===== src/rtl/qc_enc_pkg.sv =====
`timescale 1ns/1ps
package qc_enc_pkg;

    typedef enum logic [2:0] {
        ST_IDLE,
        ST_LOAD,
        ST_CLR,
        ST_ACC,
        ST_EMIT
    } qc_state_e;

    typedef struct packed {
        logic dat;
        logic vld;
        logic sof;
        logic eof;
    } qc_out_t;

    // Legal frame-type and rate pairing
    function automatic logic qc_cfg_ok(input logic ftype, input int unsigned rate,
                                       input int unsigned nrate);
        return (rate < nrate) && !(ftype && (rate == nrate - 1));
    endfunction

endpackage


===== src/rtl/qc_rotator.sv =====
`timescale 1ns/1ps
module qc_rotator #(
    parameter int P    = 8,
    parameter int SH_W = 3
) (
    input  logic [P-1:0]    din,
    input  logic [SH_W-1:0] shift,
    output logic [P-1:0]    dout
);

    // Stage k moves every bit up by 2**k places (mod P) when shift bit k is set
    always_comb begin
        logic [P-1:0] cur;
        logic [P-1:0] nxt;
        cur = din;
        for (int k = 0; k < SH_W; k++) begin
            nxt = cur;
            if (shift[k]) begin
                for (int i = 0; i < P; i++) begin
                    nxt[(i + (1 << k)) % P] = cur[i];
                end
            end
            cur = nxt;
        end
        dout = cur;


        zero_shift_chk: assert ((shift != '0) || (dout == din));

        weight_keep_chk: assert ($countones(dout) == $countones(din));
    end

endmodule


===== src/rtl/qc_msg_buffer.sv =====
`timescale 1ns/1ps
module qc_msg_buffer #(
    parameter int P        = 8,
    parameter int MAX_KGRP = 4,
    parameter int KG_W     = 2,
    parameter int SH_W     = 3
) (
    input  logic            clk,
    input  logic            wr_en,
    input  logic [KG_W-1:0] wr_grp,
    input  logic [SH_W-1:0] wr_pos,
    input  logic            wr_bit,
    input  logic [KG_W-1:0] grp_addr,
    output logic [P-1:0]    grp_word,
    input  logic [KG_W-1:0] bit_grp,
    input  logic [SH_W-1:0] bit_pos,
    output logic            bit_out
);

    logic [P-1:0] mem [MAX_KGRP];

    always_ff @(posedge clk) begin
        if (wr_en) begin
            mem[wr_grp][wr_pos] <= wr_bit;
        end
    end

    assign grp_word = mem[grp_addr];
    assign bit_out  = mem[bit_grp][bit_pos];

endmodule


===== src/rtl/qc_parity_store.sv =====
`timescale 1ns/1ps
module qc_parity_store #(
    parameter int P        = 8,
    parameter int MAX_QGRP = 3,
    parameter int QG_W     = 2,
    parameter int SH_W     = 3
) (
    input  logic            clk,
    input  logic            rst,
    input  logic            clr,
    input  logic            acc_en,
    input  logic [QG_W-1:0] acc_addr,
    input  logic [P-1:0]    acc_data,
    input  logic [QG_W-1:0] rd_word,
    input  logic [SH_W-1:0] rd_pos,
    output logic            rd_bit
);

    logic [P-1:0] words [MAX_QGRP];
    logic         any_set;

    always_ff @(posedge clk) begin
        if (rst || clr) begin
            for (int w = 0; w < MAX_QGRP; w++) begin
                words[w] <= '0;
            end
        end else if (acc_en) begin
            words[acc_addr] <= words[acc_addr] ^ acc_data;
        end
    end

    assign rd_bit = words[rd_word][rd_pos];

    always_comb begin
        any_set = 1'b0;
        for (int w = 0; w < MAX_QGRP; w++) begin
            any_set = any_set | (|words[w]);
        end
    end


    clear_zero_chk: assert property (@(posedge clk) disable iff (rst)
        clr |=> !any_set);


    acc_addr_range_chk: assert property (@(posedge clk) disable iff (rst)
        acc_en |-> (int'(acc_addr) < MAX_QGRP));

endmodule


===== src/rtl/qc_code_tables.sv =====
`timescale 1ns/1ps
module qc_code_tables #(
    parameter int RATE_W = 2,
    parameter int NENT   = 18,
    parameter int KG_W   = 2,
    parameter int QG_W   = 2,
    parameter int SH_W   = 3,
    parameter int EN_W   = 5,
    parameter int unsigned CFG_KGRP  [2**(RATE_W+1)] = '{default: 0},
    parameter int unsigned CFG_BASE  [2**(RATE_W+1)] = '{default: 0},
    parameter int unsigned CFG_CNT   [2**(RATE_W+1)] = '{default: 0},
    parameter int unsigned FT_QGRP   [2]             = '{default: 0},
    parameter int unsigned ENT_GRP   [NENT]          = '{default: 0},
    parameter int unsigned ENT_SHIFT [NENT]          = '{default: 0},
    parameter int unsigned ENT_ADDR  [NENT]          = '{default: 0}
) (
    input  logic [RATE_W:0] cfg_idx,
    input  logic [EN_W-1:0] ent_idx,
    output logic [KG_W:0]   kgrp,
    output logic [QG_W:0]   qgrp,
    output logic [EN_W-1:0] base,
    output logic [EN_W:0]   cnt,
    output logic [KG_W-1:0] e_grp,
    output logic [SH_W-1:0] e_shift,
    output logic [QG_W-1:0] e_addr
);

    localparam int NCFG = 2**(RATE_W+1);

    logic [KG_W:0]   kg_lut [NCFG];
    logic [EN_W-1:0] bs_lut [NCFG];
    logic [EN_W:0]   ct_lut [NCFG];
    logic [QG_W:0]   qg_lut [2];
    logic [KG_W-1:0] eg_lut [NENT];
    logic [SH_W-1:0] es_lut [NENT];
    logic [QG_W-1:0] ea_lut [NENT];

    for (genvar c = 0; c < NCFG; c++) begin : g_cfg
        assign kg_lut[c] = (KG_W+1)'(CFG_KGRP[c]);
        assign bs_lut[c] = EN_W'(CFG_BASE[c]);
        assign ct_lut[c] = (EN_W+1)'(CFG_CNT[c]);
    end

    for (genvar f = 0; f < 2; f++) begin : g_ft
        assign qg_lut[f] = (QG_W+1)'(FT_QGRP[f]);
    end

    for (genvar e = 0; e < NENT; e++) begin : g_ent
        assign eg_lut[e] = KG_W'(ENT_GRP[e]);
        assign es_lut[e] = SH_W'(ENT_SHIFT[e]);
        assign ea_lut[e] = QG_W'(ENT_ADDR[e]);
    end

    assign kgrp    = kg_lut[cfg_idx];
    assign base    = bs_lut[cfg_idx];
    assign cnt     = ct_lut[cfg_idx];
    assign qgrp    = qg_lut[cfg_idx[RATE_W]];
    assign e_grp   = eg_lut[ent_idx];
    assign e_shift = es_lut[ent_idx];
    assign e_addr  = ea_lut[ent_idx];

endmodule


===== src/rtl/qc_ldpc_encoder.sv =====
`timescale 1ns/1ps
module qc_ldpc_encoder
    import qc_enc_pkg::*;
#(
    parameter int P        = 8,
    parameter int MAX_KGRP = 4,
    parameter int MAX_QGRP = 3,
    parameter int RATE_W   = 2,
    parameter int NRATE    = 3,
    parameter int NENT     = 18,
    parameter int unsigned CFG_KGRP  [2**(RATE_W+1)] = '{2, 3, 4, 0, 2, 3, 0, 0},
    parameter int unsigned CFG_BASE  [2**(RATE_W+1)] = '{0, 4, 8, 0, 12, 15, 0, 0},
    parameter int unsigned CFG_CNT   [2**(RATE_W+1)] = '{4, 4, 4, 0, 3, 3, 0, 0},
    parameter int unsigned FT_QGRP   [2]             = '{3, 2},
    parameter int unsigned ENT_GRP   [NENT] = '{0,0,1,1, 0,1,2,2, 0,1,2,3, 0,1,1, 0,1,2},
    parameter int unsigned ENT_SHIFT [NENT] = '{3,5,7,0, 1,6,2,4, 0,3,5,7, 2,4,6, 7,1,3},
    parameter int unsigned ENT_ADDR  [NENT] = '{0,2,1,0, 1,2,0,1, 0,1,2,0, 1,0,1, 0,1,0}
) (
    input  logic              clk,
    input  logic              rst,
    input  logic              in_bit,
    input  logic              in_vld,
    input  logic              in_sof,
    input  logic              in_eof,
    input  logic              in_ftype,
    input  logic [RATE_W-1:0] in_rate,
    output logic              out_bit,
    output logic              out_vld,
    output logic              out_sof,
    output logic              out_eof,
    output logic              busy,
    output logic              cfg_err
);

    localparam int KG_W = (MAX_KGRP > 1) ? $clog2(MAX_KGRP) : 1;
    localparam int QG_W = (MAX_QGRP > 1) ? $clog2(MAX_QGRP) : 1;
    localparam int SH_W = (P > 1) ? $clog2(P) : 1;
    localparam int EN_W = (NENT > 1) ? $clog2(NENT) : 1;
    localparam logic [SH_W-1:0] POS_LAST = SH_W'(P - 1);
    localparam logic [KG_W:0]   KG_ONE   = 1;
    localparam logic [QG_W:0]   QG_ONE   = 1;
    localparam logic [EN_W:0]   EN_ONE   = 1;
    localparam logic [EN_W-1:0] EI_ONE   = 1;
    localparam logic [SH_W-1:0] SH_ONE   = 1;

    qc_state_e       state;
    logic [RATE_W:0] cap_ci;
    logic [RATE_W:0] tbl_ci;
    logic [KG_W:0]   wg;
    logic [SH_W-1:0] wb;
    logic [EN_W-1:0] ent_idx;
    logic [EN_W:0]   ent_left;
    logic [KG_W:0]   mg;
    logic [SH_W-1:0] mb;
    logic [QG_W-1:0] pw;
    logic [SH_W-1:0] pb;
    logic            in_par;
    logic            run;
    logic            first;
    qc_out_t         outr;
    logic            err_r;

    logic [KG_W:0]   kgrp;
    logic [QG_W:0]   qgrp;
    logic [EN_W-1:0] base;
    logic [EN_W:0]   cnt;
    logic [KG_W-1:0] e_grp;
    logic [SH_W-1:0] e_shift;
    logic [QG_W-1:0] e_addr;

    logic            start;
    logic            live_ok;
    logic            wr_en;
    logic [KG_W-1:0] wr_grp;
    logic [SH_W-1:0] wr_pos;
    logic [P-1:0]    grp_word;
    logic [P-1:0]    rot_word;
    logic            msg_bit;
    logic            par_bit;
    logic            acc_en;
    logic            par_clr;
    logic [KG_W:0]   kg_last;
    logic [QG_W:0]   qg_last;
    logic            cur_bit;

    assign start   = in_vld && in_sof;
    assign live_ok = qc_cfg_ok(in_ftype, 32'(in_rate), NRATE);
    assign tbl_ci  = (state == ST_IDLE) ? {in_ftype, in_rate} : cap_ci;
    assign kg_last = kgrp - KG_ONE;
    assign qg_last = qgrp - QG_ONE;

    qc_code_tables #(
        .RATE_W(RATE_W), .NENT(NENT), .KG_W(KG_W), .QG_W(QG_W),
        .SH_W(SH_W), .EN_W(EN_W),
        .CFG_KGRP(CFG_KGRP), .CFG_BASE(CFG_BASE), .CFG_CNT(CFG_CNT),
        .FT_QGRP(FT_QGRP), .ENT_GRP(ENT_GRP), .ENT_SHIFT(ENT_SHIFT),
        .ENT_ADDR(ENT_ADDR)
    ) u_tables (
        .cfg_idx(tbl_ci),
        .ent_idx(ent_idx),
        .kgrp(kgrp),
        .qgrp(qgrp),
        .base(base),
        .cnt(cnt),
        .e_grp(e_grp),
        .e_shift(e_shift),
        .e_addr(e_addr)
    );

    // Message write path: first bit in idle, the rest while loading
    always_comb begin
        wr_en  = 1'b0;
        wr_grp = '0;
        wr_pos = '0;
        if (state == ST_IDLE) begin
            wr_en = start && live_ok;
        end else if (state == ST_LOAD) begin
            wr_en  = in_vld && (wg < kgrp);
            wr_grp = wg[KG_W-1:0];
            wr_pos = wb;
        end
    end

    qc_msg_buffer #(
        .P(P), .MAX_KGRP(MAX_KGRP), .KG_W(KG_W), .SH_W(SH_W)
    ) u_msg (
        .clk(clk),
        .wr_en(wr_en),
        .wr_grp(wr_grp),
        .wr_pos(wr_pos),
        .wr_bit(in_bit),
        .grp_addr(e_grp),
        .grp_word(grp_word),
        .bit_grp(mg[KG_W-1:0]),
        .bit_pos(mb),
        .bit_out(msg_bit)
    );

    qc_rotator #(.P(P), .SH_W(SH_W)) u_rot (
        .din(grp_word),
        .shift(e_shift),
        .dout(rot_word)
    );

    assign acc_en  = (state == ST_ACC) && (ent_left != '0);
    assign par_clr = (state == ST_CLR);

    qc_parity_store #(
        .P(P), .MAX_QGRP(MAX_QGRP), .QG_W(QG_W), .SH_W(SH_W)
    ) u_par (
        .clk(clk),
        .rst(rst),
        .clr(par_clr),
        .acc_en(acc_en),
        .acc_addr(e_addr),
        .acc_data(rot_word),
        .rd_word(pw),
        .rd_pos(pb),
        .rd_bit(par_bit)
    );

    assign cur_bit = in_par ? (par_bit ^ run) : msg_bit;

    always_ff @(posedge clk) begin
        if (rst) begin
            state    <= ST_IDLE;
            cap_ci   <= '0;
            wg       <= '0;
            wb       <= '0;
            ent_idx  <= '0;
            ent_left <= '0;
            mg       <= '0;
            mb       <= '0;
            pw       <= '0;
            pb       <= '0;
            in_par   <= 1'b0;
            run      <= 1'b0;
            first    <= 1'b0;
            outr     <= '0;
            err_r    <= 1'b0;
        end else begin
            outr  <= '0;
            err_r <= 1'b0;
            unique case (state)
                ST_IDLE: begin
                    if (start) begin
                        if (live_ok) begin
                            cap_ci <= {in_ftype, in_rate};
                            wg     <= '0;
                            wb     <= SH_ONE;
                            state  <= ST_LOAD;
                        end else begin
                            err_r <= 1'b1;
                        end
                    end
                end
                ST_LOAD: begin
                    if (in_vld) begin
                        if (wb == POS_LAST) begin
                            wb <= '0;
                            wg <= wg + KG_ONE;
                        end else begin
                            wb <= wb + SH_ONE;
                        end
                        if (in_eof) begin
                            state <= ST_CLR;
                        end
                    end
                end
                ST_CLR: begin
                    ent_idx  <= base;
                    ent_left <= cnt;
                    state    <= ST_ACC;
                end
                ST_ACC: begin
                    if (ent_left == '0) begin
                        mg     <= '0;
                        mb     <= '0;
                        pw     <= '0;
                        pb     <= '0;
                        in_par <= 1'b0;
                        run    <= 1'b0;
                        first  <= 1'b1;
                        state  <= ST_EMIT;
                    end else begin
                        ent_idx  <= ent_idx + EI_ONE;
                        ent_left <= ent_left - EN_ONE;
                    end
                end
                ST_EMIT: begin
                    first    <= 1'b0;
                    outr.vld <= 1'b1;
                    outr.sof <= first;
                    outr.dat <= cur_bit;
                    if (!in_par) begin
                        if (mb == POS_LAST) begin
                            mb <= '0;
                            mg <= mg + KG_ONE;
                            if (mg == kg_last) begin
                                in_par <= 1'b1;
                            end
                        end else begin
                            mb <= mb + SH_ONE;
                        end
                    end else begin
                        run <= cur_bit;
                        if ({1'b0, pw} == qg_last) begin
                            pw <= '0;
                            pb <= pb + SH_ONE;
                            if (pb == POS_LAST) begin
                                outr.eof <= 1'b1;
                                state    <= ST_IDLE;
                            end
                        end else begin
                            pw <= pw + 1'b1;
                        end
                    end
                end
                default: state <= ST_IDLE;
            endcase
        end
    end

    assign out_bit = outr.dat;
    assign out_vld = outr.vld;
    assign out_sof = outr.sof;
    assign out_eof = outr.eof;
    assign busy    = (state != ST_IDLE);
    assign cfg_err = err_r;


    sof_with_vld_chk: assert property (@(posedge clk) disable iff (rst)
        out_sof |-> out_vld);

    eof_with_vld_chk: assert property (@(posedge clk) disable iff (rst)
        out_eof |-> out_vld);

    busy_covers_out_chk: assert property (@(posedge clk) disable iff (rst)
        (out_vld && !out_eof) |-> busy);

    cfg_hold_chk: assert property (@(posedge clk) disable iff (rst)
        (busy && $past(busy)) |-> $stable(cap_ci));

    err_cause_chk: assert property (@(posedge clk) disable iff (rst)
        cfg_err |-> ($past(in_vld && in_sof) && !busy));

    no_early_out_chk: assert property (@(posedge clk) disable iff (rst)
        (state == ST_LOAD) |-> !out_vld);

endmodule


===== config.mk =====
export PLATFORM = sky130hd
export DESIGN_NAME = qc_ldpc_encoder
export DESIGN_NICKNAME = d
export VERILOG_FILES = /design/src/rtl/qc_enc_pkg.sv /design/src/rtl/qc_rotator.sv /design/src/rtl/qc_msg_buffer.sv /design/src/rtl/qc_parity_store.sv /design/src/rtl/qc_code_tables.sv /design/src/rtl/qc_ldpc_encoder.sv
export SDC_FILE = /design/constraint.sdc
export NUM_CORES = 1
export LEC_CHECK = 0
export ABC_AREA = 0
export BUFFER_PORTS_ARGS = -buffer_cell sky130_fd_sc_hd__buf_2
export CORE_UTILIZATION = 50
export CTS_CLUSTER_DIAMETER = 40
export DETAILED_ROUTE_END_ITERATION = 6
export PLACE_DENSITY = 0.66
export SETUP_SLACK_MARGIN = 0.05
export SLEW_MARGIN = 10
export SYNTH_ARGS = -nofsm -noshare
export SYNTH_HDL_FRONTEND = slang
export SYNTH_SLANG_ARGS = --single-unit
export TNS_END_PERCENT = 20

===== constraint.sdc =====
create_clock -name clk -period 3.61 [get_ports clk]
set_input_delay 0.1805 -clock clk [delete_from_list [all_inputs] [get_ports clk]]
set_output_delay 0.1805 -clock clk [all_outputs]
set_load 0.01 [all_outputs]

==> run summary <==
The detailed router's first-iteration violation count is 388. The worst path needs 3.144 ns of the cycle, external delays included. The netlist area before placement came out at around 6900 µm². Summing the areas of all and, or, nand and nor instances in the mapped netlist gives between 10% and 20% of the synthesized area. The pin count of the biggest net entering global routing is 39. The total of fill cells in the finished design came out at about 1200. Among all flip-flop cells after synthesis, the most frequent one is edfxtp_1. In the final timing run, aggregate negative setup slack is 0 ns. The maximum fanout along the worst path is 26. The net count of the finished layout is 712. The critical path is of the flop to flop type. Before antenna repair, the detailed router went through 5 iterations. The post-synthesis share of cell area spent on xor and xnor gates is between 2 and 2.5%. The floorplan row count came out at 42. Cells fill 55.86% of the core in the end. The synthesized area divided by synthesized cell count came out at 10.18 µm². The total number of yosys warnings came out at 0. The worst-case clock buffer depth is 2. 15 I/O pins were placed. The clock slew at the register clock pins of the worst setup and hold paths is 0.07 ns. For this design, the sink count on the clock tree is 110. After global routing the overflow that remains totals 0. The number of synthesized register bits is 110. Data arrives at the worst endpoint at 3.25 ns. The tree is rooted in a clkbuf_16.

After detailed routing, the number of vias per cell comes to roughly 6.4. Setup repair after global routing left no endpoint under its margin. The count of final max-slew check failures came to 0.

For this block, the routed nets add up to ~17000 µm of wire. The count of antenna-violating nets left after detailed routing came out at 0. The weighted congestion at the end of routability-driven global placement came out at 0.9184.

The cell count after synthesis came out at 675. The slew at the pin closest to its max-slew limit is 0.9865 ns. The critical path required time is 3.72 ns.

The H-tree was split into 3 levels. Buffers inserted to repair hold after CTS numbered 0. The vertical die dimension is 119.3 µm. Across the run, the number of max-cap violations was 0. From synthesis to final layout, the design area changed by 8.464%. Dividing the final minimum period by the clock period gives 87.10%. The final worst-path setup slack is roughly 0.47 ns. The kind of end point of the critical path is a flop. The main combinational cell family by area after synthesis is compound AO/OA/AOI/OAI gates.

The region available for standard cell placement spans 13350 µm². The number of hold-slack violations in the final timing report came out at 0. Across all layers, the routed design uses 5505 vias. The power density of the placed cells is 387.2 nW/µm². The total setup buffers inserted after CTS came out at 0. The number of I/O port buffers is 14. Setup slack on the worst reg-to-reg path comes out at 0.47 ns. The number of distinct library cell variants in the gate-level netlist after synthesis is 76. The post-synthesis compound-gate area fraction is between 10% and 20%. The HPWL after detailed placement came out at 12530 µm. The critical path goes through buf_4, ha_1, mux2_2, o221ai_4, a211oi_1, nor3_1, nor3_1, a211oi_2, o21ai_1, nor3b_1.

The class of the most critical hold timing path is primary input to flop. The first global-routing pass estimated 27930 µm of wire. The detail-routed net length per standard cell is 19.58 µm. The post-placement worst setup slack came out at 0.5067 ns. Derived from the worst setup path, the maximum achievable clock frequency is about 320 MHz. The starting density of the core came out at 51.50%.

The via count of the first global-routing pass came out at approximately 5400. The async set-or-reset flop fraction in the synthesized netlist came out at 0%. The standby leakage power came out at ~2.5 nW.

For this run, design rule violations remaining after detail routing come to 0. The number of setup violations in the final report is 0. For this design, the slowest cell found on the critical path is nor3_1. The count of flip-flops with a built-in enable after synthesis is 64. The die footprint came out at 14220 µm². The most numerous cell type found on the critical path is nor3_1. The number of nets in the synthesized netlist is 702.

The horizontal die dimension came out at 119.3 µm. The run finished with clean final reports. The category of the worst setup path launch point is a flop. In the final layout, the share of cells above drive strength 1 is 17.83%. The relative max-transition margin came out at 33.99%. The number of diodes added for antenna fixing is 0. In the synthesized netlist, mux cells make up 12.12% of the area. The all-layer global routing usage came out at 25.39%. The initial antenna violation count came to 0.

The design draws 2.887 mW. The part of the Yosys area used for sequential elements is 41.35%. The largest vdd supply drop is 0.3037 mV. The adder and majority gate portion of the synthesized area came out at 3.276%.

The peak per-stage delay on the critical path came out at between 0.4 and 0.5 ns. On the final layout, the worst clock skew is 0.007739 ns. At the later pin of the worst-skew pair, clock insertion delay measures 0.36 ns. The number of gates resized after CTS was 0. The TritonCTS clock tree is done. Buffers inserted during clock tree synthesis total 9.
[synthesized netlist by cell type, types with 8 or more instances]
cell      instances  area share, %
nand2b_1          8           0.73
a21oi_1          29            2.1
nor2_1           95            5.2
nand4_1          10           0.91
xnor2_1          10            1.3
nor3_1           41            3.0
mux4_2           29            9.5
edfxtp_1         64             28
nand3_1          13           0.95
o21ai_0          26            1.9
nor3b_1          12            1.3
mux2i_1          11            1.6
nand2_1          49            2.7
a31oi_1           8           0.73
a211oi_1         13            1.4
inv_1            15           0.82
a221oi_1         11            1.4
ha_1             18            3.3
dfxtp_1          46             13
o21a_1            9           0.98
nor2b_1           9           0.82
and2_1            9           0.82
buf_2            12           0.87
clkbuf_1         19            1.0
[cell type report]
cell class                 count  area [µm²]  area share [%]
inverter                      16       60.06          0.8055
timing repair buffer          37       242.7           3.256
clock inverter                 6       65.06          0.8726
multi-input combinational    511        3786           50.78
sequential                   110        2843           38.13
tap                          176       220.2           2.954
clock buffer                  10       239.0           3.205
[state kept, by name, summed over array words and instances (netlist names), named ones only]
name	flops
u_par.words	32
pb	3
u_msg.mem	32
mb	3
first	1
ent_left	6
in_par	1
wg	3
pw	2
cfg_err	1
cap_ci	3
ent_idx	5
state	3
wb	3
run	1
mg	3
out_sof	1
out_eof	1
out_vld	1
out_bit	1
[cells by family after synthesis]
| group | Yosys count |
|---|---|
| buffers and inverters | 54 |
| AOI/OAI and AO/OA | 167 |
| and+or+nand+nor | 264 |
| muxes | 46 |
| xor gates and xnor gates | 16 |
| adders and majority gates | 18 |
| DFF | 110 |
[critical path: cells and delay by family (launching register included)]
kind                     cells  cell delay [ns]
multiplexers                 1             0.37
AO/OA/AOI/OAI                4             0.93
AND/OR/NAND/NOR              3             0.78
adder cells (fa/ha/maj)      1             0.27
flip-flops                   1             0.31
buffers and inverters        1             0.22
[cells in the final DEF, fill, tap and decap left out, types with 7 or more instances in the layout]
cell,Yosys,final
nand2b_1,8,8
nand2_1,49,49
nor3_1,41,41
xnor2_1,10,10
nand3_1,13,13
o21ai_0,26,26
buf_4,1,23
nor2_1,95,95
mux2i_1,11,11
nor3b_1,12,12
inv_1,15,15
a21bo_2,7,7
a221oi_1,11,11
edfxtp_1,64,64
ha_1,18,18
clkbuf_16,0,9
buf_2,12,14
mux4_2,29,29
nor2b_1,9,9
nand4_1,10,10
dfxtp_1,46,46
a21oi_1,29,29
a31oi_1,8,8
and2_1,9,9
o21a_1,9,9
a211oi_1,13,13
[layer usage]
metal  part of all wire (%)  vias to the layer above  track usage [%]  wire [µm]
li1                       -                     2609                -          -
met3                    5.3                       23            6.082        897
met2                     48                      168            41.50       8160
met1                     45                     2705            33.10       7565
met5                      0                        -                0          0
met4                    1.9                        0            8.149        329
[per-stage QoR]
stage / instance area, µm² / hold WS, ns / cells
detailed placement: 7152 / 0.4473 / 850
finish: 7456 / 0.1153 / 866
floorplan: 6874 / 0.2794 / 675
CTS: 7456 / 0.1071 / 866
global placement: 7152 / 0.4401 / 850
global route: 7456 / 0.1129 / 866
[final timing paths]
path	start	depth (start not counted)	end
min	in_eof	3	state[1]
max reg2reg	ent_idx[0]	10	u_par.words[0][3]
min reg2reg	first	2	first
max	ent_idx[0]	10	u_par.words[0][3]
[power by group]
| part | switching [mW] | leakage (nW) | internal [mW] | total [mW] |
|---|---|---|---|---|
| Sequential | 0.0234 | 0.981 | 1.36 | 1.38 |
| Clock | 0.464 | 0.154 | 0.561 | 1.03 |
| Combinational | 0.293 | 1.39 | 0.186 | 0.479 |
Power figures use the tool's default switching activity.
